`config.mk`:
```
export PLATFORM = sky130hd
export DESIGN_NAME = keypad_tone_select
export DESIGN_NICKNAME = d
export VERILOG_FILES = /design/src/rtl/kp_pkg.sv /design/src/rtl/kp_rst_sync.sv /design/src/rtl/kp_sync.sv /design/src/rtl/kp_group.sv /design/src/rtl/keypad_tone_select.sv
export SDC_FILE = /design/constraint.sdc
export NUM_CORES = 1
export LEC_CHECK = 0
export CAP_MARGIN = 20
export CORE_UTILIZATION = 58
export CTS_BUF_LIST = sky130_fd_sc_hd__clkbuf_4 sky130_fd_sc_hd__clkbuf_8
export DETAILED_ROUTE_END_ITERATION = 6
export GPL_ROUTABILITY_DRIVEN = 0
export MAX_ROUTING_LAYER = met4
export PLACE_DENSITY = 0.95
export SLEW_MARGIN = 20
export SYNTH_ARGS = -nofsm -noshare
export SYNTH_HDL_FRONTEND = slang
export SYNTH_HIERARCHICAL = 1
export SYNTH_SLANG_ARGS = --single-unit
```
`constraint.sdc`:
```
create_clock -name clk -period 2.1 [get_ports clk]
set_input_delay 0.63 -clock clk [delete_from_list [all_inputs] [get_ports clk]]
set_output_delay 0.63 -clock clk [all_outputs]
set_load 0.005 [all_outputs]
```
`src/rtl/kp_pkg.sv`:
```
package kp_pkg;
  localparam int ROWS_DEF  = 4;
  localparam int COLS_DEF  = 4;
  localparam int STAGES_DEF = 2;

  typedef enum logic [1:0] {
    GRP_NONE = 2'd0,
    GRP_ONE  = 2'd1,
    GRP_MANY = 2'd2
  } grp_cls_e;
endpackage

```
`src/rtl/kp_rst_sync.sv`:
```
module kp_rst_sync #(
  parameter int STAGES = 2
) (
  input  logic clk,
  input  logic rst_n,
  output logic rst_sync_n
);
  logic [STAGES-1:0] chain;

  always_ff @(posedge clk or negedge rst_n) begin
    if (!rst_n) begin
      chain <= '0;
    end else begin
      chain <= {chain[STAGES-2:0], 1'b1};
    end
  end

  assign rst_sync_n = chain[STAGES-1];
endmodule

```
`src/rtl/kp_sync.sv`:
```
module kp_sync #(
  parameter int W = 8,
  parameter int STAGES = 2,
  parameter logic [W-1:0] RST_VAL = '0
) (
  input  logic         clk,
  input  logic         rst_n,
  input  logic [W-1:0] d,
  output logic [W-1:0] q
);
  logic [W-1:0] stg [STAGES];

  always_ff @(posedge clk or negedge rst_n) begin
    if (!rst_n) begin
      for (int i = 0; i < STAGES; i++) stg[i] <= RST_VAL;
    end else begin
      stg[0] <= d;
      for (int i = 1; i < STAGES; i++) stg[i] <= stg[i-1];
    end
  end

  assign q = stg[STAGES-1];
endmodule

```
`src/rtl/kp_group.sv`:
```
module kp_group
  import kp_pkg::*;
#(
  parameter int N = 4,
  localparam int IW = $clog2(N),
  localparam int CW = $clog2(N + 1)
) (
  input  logic [N-1:0]  act,
  output grp_cls_e      cls,
  output logic [IW-1:0] idx
);
  logic [CW-1:0] cnt;
  logic [IW-1:0] part [N];

  for (genvar g = 0; g < N; g++) begin : g_line
    assign part[g] = act[g] ? IW'(g) : '0;
  end

  always_comb begin
    cnt = '0;
    idx = '0;
    for (int i = 0; i < N; i++) begin
      cnt = cnt + CW'(act[i]);
      idx = idx | part[i];
    end
    if (cnt == CW'(0))      cls = GRP_NONE;
    else if (cnt == CW'(1)) cls = GRP_ONE;
    else                    cls = GRP_MANY;
  end
endmodule

```
`src/rtl/keypad_tone_select.sv`:
```
module keypad_tone_select
  import kp_pkg::*;
#(
  parameter int ROWS   = ROWS_DEF,
  parameter int COLS   = COLS_DEF,
  parameter int STAGES = STAGES_DEF,
  localparam int RIW = $clog2(ROWS),
  localparam int CIW = $clog2(COLS)
) (
  input  logic            clk,
  input  logic            rst_n,
  input  logic [ROWS-1:0] row_n,
  input  logic [COLS-1:0] col_n,
  input  logic            allow_single,
  input  logic            tone_enable,
  output logic            mute,
  output logic            osc_run,
  output logic            low_en,
  output logic [RIW-1:0]  low_idx,
  output logic            high_en,
  output logic [CIW-1:0]  high_idx
);
  localparam int KW = ROWS + COLS;

  logic            rst_sync_n;
  logic [KW-1:0]   keys_s;
  logic [1:0]      ctrl_s;
  logic [ROWS-1:0] row_act;
  logic [COLS-1:0] col_act;
  logic            allow_s;
  logic            tone_s;
  grp_cls_e        row_cls, col_cls;
  logic [RIW-1:0]  row_code;
  logic [CIW-1:0]  col_code;

  logic            mute_nx, osc_nx, low_nx, high_nx;
  logic [RIW-1:0]  low_idx_nx;
  logic [CIW-1:0]  high_idx_nx;

  kp_rst_sync #(.STAGES(STAGES)) u_rst (
    .clk        (clk),
    .rst_n      (rst_n),
    .rst_sync_n (rst_sync_n)
  );

  kp_sync #(.W(KW), .STAGES(STAGES), .RST_VAL({KW{1'b1}})) u_keys (
    .clk   (clk),
    .rst_n (rst_sync_n),
    .d     ({col_n, row_n}),
    .q     (keys_s)
  );

  kp_sync #(.W(2), .STAGES(STAGES), .RST_VAL(2'b01)) u_ctrl (
    .clk   (clk),
    .rst_n (rst_sync_n),
    .d     ({allow_single, tone_enable}),
    .q     (ctrl_s)
  );

  assign row_act = ~keys_s[ROWS-1:0];
  assign col_act = ~keys_s[KW-1:ROWS];
  assign tone_s  = ctrl_s[0];
  assign allow_s = ctrl_s[1];

  kp_group #(.N(ROWS)) u_rows (
    .act (row_act),
    .cls (row_cls),
    .idx (row_code)
  );

  kp_group #(.N(COLS)) u_cols (
    .act (col_act),
    .cls (col_cls),
    .idx (col_code)
  );

  always_comb begin
    mute_nx = (|row_act) | (|col_act);
    low_nx  = tone_s && (row_cls == GRP_ONE) &&
              ((col_cls == GRP_ONE) || (allow_s && (col_cls == GRP_MANY)));
    high_nx = tone_s && (col_cls == GRP_ONE) &&
              ((row_cls == GRP_ONE) || (allow_s && (row_cls == GRP_MANY)));
    osc_nx      = low_nx | high_nx;
    low_idx_nx  = low_nx  ? row_code : '0;
    high_idx_nx = high_nx ? col_code : '0;
  end

  always_ff @(posedge clk or negedge rst_sync_n) begin
    if (!rst_sync_n) begin
      mute     <= 1'b0;
      osc_run  <= 1'b0;
      low_en   <= 1'b0;
      low_idx  <= '0;
      high_en  <= 1'b0;
      high_idx <= '0;
    end else begin
      mute     <= mute_nx;
      osc_run  <= osc_nx;
      low_en   <= low_nx;
      low_idx  <= low_idx_nx;
      high_en  <= high_nx;
      high_idx <= high_idx_nx;
    end
  end
endmodule

```
==> run metrics, run 1 <==
Via density 4.68; area enclosed by the die boundary 2260 sq um; Starting Density 61.3%; GRT Total Usage 18.9%; insertion delay to the later sink of the worst-skew pair 0.32 ns; number of clock buffers inserted by TritonCTS 5; number of global-route vias before repair 674; type of the worst min-delay path flop to asynchronous set/reset pin; part of the Yosys area used for sequential elements 64.3%; clock tree root buffer cell clkbuf_4; pwr dens 761 nW/um^2; run status finished with violations; skew final 0.0147 ns; worst vdd ir 643 uV; number of buffers on the longest clock path 2; Overflow after GRT 0; count of nets left with antenna violations after detail routing 0; Cell Rows 16; violation count after the first detailed-route iteration 1; Crit-path slowest cell dfstp_2; kind of critical path flop to flop; CP max FO 4; yosys warns 6; mean instance size in the synthesized netlist 13.7 sq um; proportion of layout cells with a drive suffix above 1 51.8%; area of the mapped netlist 1200 sq um; pin slew with the least headroom to its limit 0.500 ns; period utilisation layout 112%; number of antenna violations at the first check in global routing 0; number of detailed-routing iterations run before antenna repair 3; H-tree lvl count 2; worst setup margin -0.253 ns; height of the die 47.5 um; post-detailed-placement half-perimeter wirelength 1280 um; number of failing hold endpoints at the final stage 0; # diodes 0; arrival time at the worst endpoint 2.62 ns; worst setup slack after placement -0.325 ns; standby leakage power 0.698 nW; count of buffers inserted at the top-level ports 19; area of all placed cells without fillers 1530 sq um; sinks on the clock net 30; RSZ-0062 raised after global routing yes; Most common cell on crit path inv_2; number of standard cells after synthesis 88; Cell variety after synth 18; sum of buffers and inverters on the critical path 3; number of pins exceeding their max-slew limit in the final report 0; setup violation total in the final timing report 7; Required @ worst endpoint 2.37 ns; largest incremental delay on the critical path 0.55 ns; area growth from synthesis to layout 27.2%; Cell Chain, Critical Path inv_2 -> inv_2 -> fa_1 -> inv_1 -> ha_2 -> ha_4 -> or2_4 -> nand2b_4 -> a211oi_4 -> and2_1; Final Critical Period 2.35 ns; Horiz. Die Dim 47.5 um; clock edge transition at the registers on the reported setup and hold paths 0.09 ns; remaining routing DRC violations 0; Net Count, Synth 106; startpoint types flop; worst-case headroom to the max-slew limit 66.6%; max-capacitance violation count 0; layout net count 129; Routed wire per std cell 12.1 um; logic depth of the worst register-to-register path 10; violations in the final reports setup timing; placed instance area 1420 sq um; highest achievable clock rate 425 MHz; CTS tree done; total power after layout 0.00116 W; CP endpoint kind flop; vias after detailed routing 651; Non-Filler Instances 139; Filler cells 134; cell total after placement 128; wire length of the first global-routing pass 2550 um; count of boundary I/O pins 20; flip-flop and latch count after synthesis 30; total length of routed wires 1680 um; cell family contributing the most delay on the critical path adder cells; area of the core 1960 sq um; maximum number of pins on one net before global-route repair 16; instance count on the critical path 10
==> through the flow <==
step / TNS (ns) / util, % / hold WS, ns
floorplan: -1.41 / - / 0.331
global placement: -1.24 / 72.6 / 0.208
detailed placement: -1.84 / 72.6 / 0.222
CTS: -1.34 / 77.6 / 0.214
global route: -1.98 / 77.9 / 0.237
finish: -1.45 / 77.9 / 0.190
==> where the power goes <==
part | total [W] | switching [W] | leakage, nW | internal, W
Clock | 0.000342 | 0.000170 | 0.0368 | 0.000172
Combinational | 0.000190 | 0.0000775 | 0.319 | 0.000112
Sequential | 0.000632 | 0.0000146 | 0.342 | 0.000617
Total | 0.00116 | 0.000262 | 0.698 | 0.000901
==> cell usage in the layout (no fill, tap or decap) <==
cell and instances:
clkdlybuf4s50_1 19, dfstp_2 18, inv_2 12, dfrtp_1 12, clkbuf_4 8, inv_1 7, buf_4 7, or2_1 5
and2_1 4, nand2b_4 2, a211oi_4 2, nor3b_4 2, or2_4 2, fa_1 2, ha_2 2, ha_4 2
nand3b_1 1, nand3b_4 1, nand4_1 1, nand2_1 1, or4_1 1, conb_1 1
==> logic make-up after synthesis <==
kind of cell / after synthesis / synth area share, %
buf+inv: 29 / 12.2
fa+ha+maj: 6 / 7.49
simple gates: 20 / 13.0
compound gates: 2 / 2.71
flops: 30 / 64.3
other cells: 1 / 0.312
==> per-layer routing <==
| metal | GRT usage (%) | vias to the layer above | routed length (um) |
|---|---|---|---|
| met5 | - | - | 0 |
| met4 | 16.1 | 0 | 76 |
| met3 | 6.04 | 10 | 82 |
| met2 | 33.4 | 26 | 995 |
| met1 | 15.3 | 320 | 521 |
| li1 | - | 295 | - |
==> cells in the mapped netlist (all sizes together) <==
cell type	number	area [sq um]
fa	2	40.0
a211oi	2	32.5
nand3b	2	27.5
or2	7	43.8
conb	1	3.75
nand4	1	6.26
nor3b	2	15.0
dfrtp	12	300
ha	4	50.1
nand2b	2	27.5
dfstp	18	473
inv	19	71.3
buf	10	75.1
nand2	1	3.75
or4	1	7.51
and2	4	25.0
==> path summary, 6_finish.rpt <==
check                            endpoint  slack (ns)           start
max                           high_idx[0]       -0.25     u_keys/q[3]
min                           high_idx[1]        0.19  u_rst/chain[1]
max reg2reg                   high_idx[0]       -0.25     u_keys/q[3]
min reg2reg                   high_idx[1]        0.19  u_rst/chain[1]
max in group asynchronous  u_keys/stg[14]        1.25  u_rst/chain[1]
min in group clk              u_ctrl/q[1]        0.34   u_ctrl/stg[3]
==> sequential cells by signal, summed over array words and instances, names as in the netlist <==
register	cells
u_ctrl/stg	2
osc_run	1
low_en	1
high_idx	2
high_en	1
low_idx	2
u_rst/chain	2
u_keys/stg	8
mute	1
u_ctrl/q	2
u_keys/q	8
==> final cells by class <==
class,instances,area (sq um),area share [%]
Sequential cell,30,773,50.6
Clock buffer,8,60.1,3.93
Tap cell,27,33.8,2.21
Timing Repair Buffer,26,243,15.9
Inverter,19,71.3,4.66
Multi-Input combinational cell,29,348,22.7
==> repair_timing <==
action | in CTS | in global routing
endpoints found under the setup margin | 7 | 7
gates resized for setup | 6 | 0
buffers inserted | 2 | 1
pin swaps | 12 | 1
hold buffers | 0 | 0
==> worst reg2reg max path: stages, from the launching register on <==
cell	delay [ns]
dfstp_2	0.55
inv_2	0.05
inv_2	0.06
fa_1	0.40
inv_1	0.07
ha_2	0.18
ha_4	0.20
or2_4	0.23
nand2b_4	0.17
a211oi_4	0.24
and2_1	0.15
(Power assumes the default switching activity.)
==> run 2: changes to the inputs <==
CORE_UTILIZATION = 34   (was 58)
PLACE_DENSITY = 0.66   (was 0.95)
==> run metrics, run 2 (synthesis results as in run 1) <==
run status finished with violations; violations in the final reports setup timing; maximum number of pins on one net before global-route repair 26; net switching power 0.000267 W; vias after detailed routing 608; number of buffers on the longest clock path 2; number of antenna violations at the first check in global routing 0; number of detailed-routing iterations run before antenna repair 3; remaining routing DRC violations 0; count of nets left with antenna violations after detail routing 0; proportion of total power due to net switching 23.5%; sequential cell fraction of total power 55.4%; proportion of power drawn by combinational gates 16.6%; clock tree root buffer cell clkbuf_4; number of clock buffers inserted by TritonCTS 5; sinks on the clock net 30; area enclosed by the die boundary 3780 sq um; logic depth of the worst register-to-register path 10; number of failing hold endpoints at the final stage 0; Via density 3.80; worst setup margin -0.246 ns; GRT Total Usage 9.27%; period utilisation layout 112%; max-capacitance violation count 0; CTS tree done; proportion of layout cells with a drive suffix above 1 52.6%; number of global-route vias before repair 534; worst hold-check slack 0.0541 ns; wire length of the first global-routing pass 2200 um; clock edge transition at the registers on the reported setup and hold paths 0.09 ns; arrival time at the worst endpoint 2.60 ns; setup violation total in the final timing report 7; Routed wire per std cell 8.96 um; highest achievable clock rate 426 MHz; commonest cells after routing, fill and taps aside clkdlybuf4s50_1, dfstp_2, inv_2; Horiz. Die Dim 61.5 um; kind of critical path flop to flop; reg-to-reg startpoint u_keys/q[7]; Required @ worst endpoint 2.36 ns; violation count after the first detailed-route iteration 7; startpoint types flop; Overflow after GRT 0; standby leakage power 0.706 nW; insertion delay to the later sink of the worst-skew pair 0.31 ns; most common cell after layout, fill and taps aside clkdlybuf4s50_1; post-detailed-placement half-perimeter wirelength 1020 um; area of all placed cells without fillers 1570 sq um; count of buffers inserted at the top-level ports 19; # diodes 0; count of boundary I/O pins 20; area of the core 3360 sq um; portion of total power attributed to the clock network 28.0%; H-tree lvl count 2; worst vdd ir 465 uV; height of the die 61.5 um; CP endpoint kind flop; skew final 0.0102 ns; Starting Density 35.8%; terminus of the critical flop-to-flop path low_idx[0]; total length of routed wires 1430 um; RSZ-0062 raised after global routing yes; total power after layout 0.00113 W; layout net count 131; area growth from synthesis to layout 30.6%; pwr dens 722 nW/um^2; Register-to-Register Setup Slack -0.25 ns; placed instance area 1460 sq um; Final Critical Period 2.35 ns; type of the worst min-delay path flop to asynchronous set/reset pin; CP max FO 4; Cell Rows 21; number of pins exceeding their max-slew limit in the final report 0; cell internal power dissipation 0.000867 W
[run 2: cell count changes in the layout (fill, tap and decap cells not counted), sizes merged]
cell / before / now
buf: 7 / 9
clkinv: 0 / 2
clkbuf: 8 / 6
[run 2: power by group through the flow]
stage	Combinational, W	Sequential [W]	Clock (W)
after floorplan	0.000115	0.000640	0
after global placement	0.000154	0.000637	0
after detailed placement	0.000161	0.000638	0
after CTS	0.000182	0.000628	0.000335
after global routing	0.000207	0.000631	0.000361
final	0.000188	0.000628	0.000318
[run 2: worst max-delay path, stage by stage, from the launching register on]
cell and delay (ns):
dfstp_2 0.55, inv_2 0.04, inv_2 0.04, fa_1 0.39, inv_1 0.07, ha_2 0.18, ha_4 0.20, or2_4 0.23
nand2b_4 0.16, a211oi_4 0.25, and2_1 0.17
[run 2: worst max-delay path by stage]
stage | start | end | slack [ns] | cells after the start
after floorplan | u_keys/q[7] | low_idx[0] | -0.24 | 11
after global placement | u_keys/q[7] | low_idx[0] | -0.24 | 10
after detailed placement | u_keys/q[3] | high_idx[0] | -0.28 | 10
after CTS | u_keys/q[1] | high_idx[0] | -0.23 | 10
after global routing | u_keys/q[3] | high_idx[1] | -0.37 | 10
final | u_keys/q[7] | low_idx[0] | -0.25 | 10
[run 2: what timing repair did]
| item | CTS | global route |
|---|---|---|
| setup endpoints to repair | 7 | 7 |
| gates cloned | 0 | 0 |
| pin swaps | 11 | 7 |
| hold buffers | 0 | 0 |
| setup buffers | 2 | 2 |
| resized for setup | 5 | 2 |
[run 2: routing by layer]
| layer | part of all wire (%) | vias up | track usage, % | wire [um] |
|---|---|---|---|---|
| met3 | 6.1 | 5 | 4.41 | 88 |
| met2 | 53 | 21 | 13.8 | 755 |
| li1 | - | 301 | - | - |
| met4 | 2.7 | 0 | 7.62 | 39 |
| met1 | 38 | 281 | 9.15 | 550 |
| met5 | 0 | - | - | 0 |
[run 2: through the flow]
step	TNS (ns)	utilization [%]	std cells	setup slack [ns]
after CTS	-1.46	45.9	158	-0.235
after global routing	-2.34	46.7	160	-0.365
final	-1.57	46.7	160	-0.246
after floorplan	-1.41	-	88	-0.244
after global placement	-1.36	43.3	148	-0.238
after detailed placement	-1.58	43.3	148	-0.276
[run 2: layout make-up]
cell class                      count  area (sq um)
Multi-Input combinational cell     29           355
Clock inverter                      2          10.0
Fill cell                         324          1790
Clock buffer                        6          45.0
Sequential cell                    30           773
Inverter                           19          71.3
Timing Repair Buffer               28           258
Tap cell                           46          57.6
==> run 3: changes to the inputs <==
CORE_ASPECT_RATIO = 1.4   (was default)
==> run metrics, run 3 (synthesis results as in run 1) <==
period utilisation layout 113%; number of failing hold endpoints at the final stage 0; clock edge transition at the registers on the reported setup and hold paths 0.06 ns; run status finished with violations; cell family contributing the most delay on the critical path adder cells; violation count after the first detailed-route iteration 4; clock tree root buffer cell clkbuf_8; Overflow after GRT 0; number of clock buffers inserted by TritonCTS 5; Crit-path slowest cell dfstp_2; Cell Rows 25; CTS tree done; kind of critical path flop to flop; vias after detailed routing 629; number of detailed-routing iterations run before antenna repair 3; insertion delay to the later sink of the worst-skew pair 0.27 ns; commonest cells after routing, fill and taps aside clkdlybuf4s50_1, dfstp_2, inv_2; largest incremental delay on the critical path 0.54 ns; area enclosed by the die boundary 3780 sq um; number of buffers inserted for hold repair after clock tree synthesis 0; Non-Filler Instances 151; Most common cell on crit path inv_2; area growth from synthesis to layout 31.2%; worst setup margin -0.270 ns; Required @ worst endpoint 2.25 ns; number of pins exceeding their max-slew limit in the final report 0; pwr dens 787 nW/um^2; instance count on the critical path 11; maximum number of pins on one net before global-route repair 17; arrival time at the worst endpoint 2.52 ns; startpoint types flop; logic depth of the worst register-to-register path 11; count of nets left with antenna violations after detail routing 0; count of boundary I/O pins 20; worst setup slack after placement -0.309 ns; number of global-route vias before repair 728; # diodes 0; layout net count 129; max-capacitance violation count 0; total length of routed wires 1620 um; CP endpoint kind flop; GRT Total Usage 11.9%; skew final 0.00814 ns; H-tree lvl count 2; Cell Chain, Critical Path inv_2 -> inv_2 -> fa_1 -> inv_2 -> ha_4 -> ha_4 -> or2_4 -> buf_4 -> nand3b_1 -> a211oi_4 -> or2_1; Via density 4.17; remaining routing DRC violations 0; sum of buffers and inverters on the critical path 4; proportion of layout cells with a drive suffix above 1 52.3%; Final Critical Period 2.37 ns; most common cell after layout, fill and taps aside clkdlybuf4s50_1; height of the die 72.4 um; wire length of the first global-routing pass 2950 um; cell total after placement 141; Horiz. Die Dim 52.3 um; sinks on the clock net 30; worst vdd ir 538 uV; violations in the final reports setup timing; standby leakage power 0.706 nW; number of buffers on the longest clock path 2; area of the core 3380 sq um; CP max FO 4; highest achievable clock rate 422 MHz; setup violation total in the final timing report 7; number of antenna violations at the first check in global routing 0; Routed wire per std cell 10.7 um; type of the worst min-delay path flop to asynchronous set/reset pin; post-detailed-placement half-perimeter wirelength 1250 um; Starting Density 35.6%; count of buffers inserted at the top-level ports 19; RSZ-0062 raised after global routing yes
==> run 3: cell types whose count changed in the layout (fill, tap and decap cells not counted) <==
cell      before  now
clkbuf_4       6    0
clkbuf_8       0    5
buf_4          9    6
buf_6          0    1
or2_1          6    5
or2_4          1    2
==> run 3: path summary, 6_finish.rpt <==
path                           startpoint       endpoint  slack (ns)
setup / recovery              u_keys/q[3]        osc_run       -0.27
hold / removal             u_rst/chain[1]    u_ctrl/q[1]        0.19
setup reg to reg              u_keys/q[3]        osc_run       -0.27
hold reg to reg            u_rst/chain[1]    u_ctrl/q[1]        0.19
max in group asynchronous  u_rst/chain[1]  u_keys/stg[9]        1.26
min in group clk            u_keys/stg[8]    u_keys/q[0]        0.35
==> run 3: layout make-up <==
class | count | area (sq um)
tap | 40 | 50.0
sequential | 30 | 773
clock buffer | 5 | 68.8
inverter | 19 | 71.3
fill | 317 | 1800
clock inverter | 2 | 10.0
timing repair buffer | 26 | 246
multi-input combinational | 29 | 358
==> run 3: metrics by stage <==
step                      util [%]  TNS, ns  hold WS (ns)  cell area, sq um  power [W]
after floorplan                  -    -1.41         0.331              1260   0.000756
after global placement        42.6    -1.44         0.194              1440   0.000791
after detailed placement      42.6    -1.76         0.212              1440   0.000800
after CTS                     46.2    -1.39         0.213              1560    0.00125
after global routing          46.7    -2.10         0.240              1580    0.00131
final                         46.7    -1.40         0.193              1580    0.00124
==> run 3: report_power, final <==
| group | internal (W) | switching, W | total (W) |
|---|---|---|---|
| logic | 0.000118 | 0.0000787 | 0.000196 |
| registers | 0.000618 | 0.0000139 | 0.000632 |
| clock network | 0.000221 | 0.000192 | 0.000413 |
| total | 0.000957 | 0.000284 | 0.00124 |
==> run 3: worst reg2reg max path: stages (launching register included) <==
cell and delay, ns:
dfstp_2 0.54, inv_2 0.04, inv_2 0.05, fa_1 0.42, inv_2 0.08, ha_4 0.13
ha_4 0.20, or2_4 0.23, buf_4 0.13, nand3b_1 0.12, a211oi_4 0.08, or2_1 0.23
==> run 3: metal layers <==
metal  GRT usage (%)  part of all wire [%]
met1            9.08                    32
met2            21.5                    61
met3            5.03                   4.8
met4            7.89                   1.5
met5               -                     0
==> run 3: repair_timing <==
item,in CTS,in global routing
gates resized for setup,8,1
pin swaps,11,6
setup endpoints to repair,7,7
setup buffers,1,2
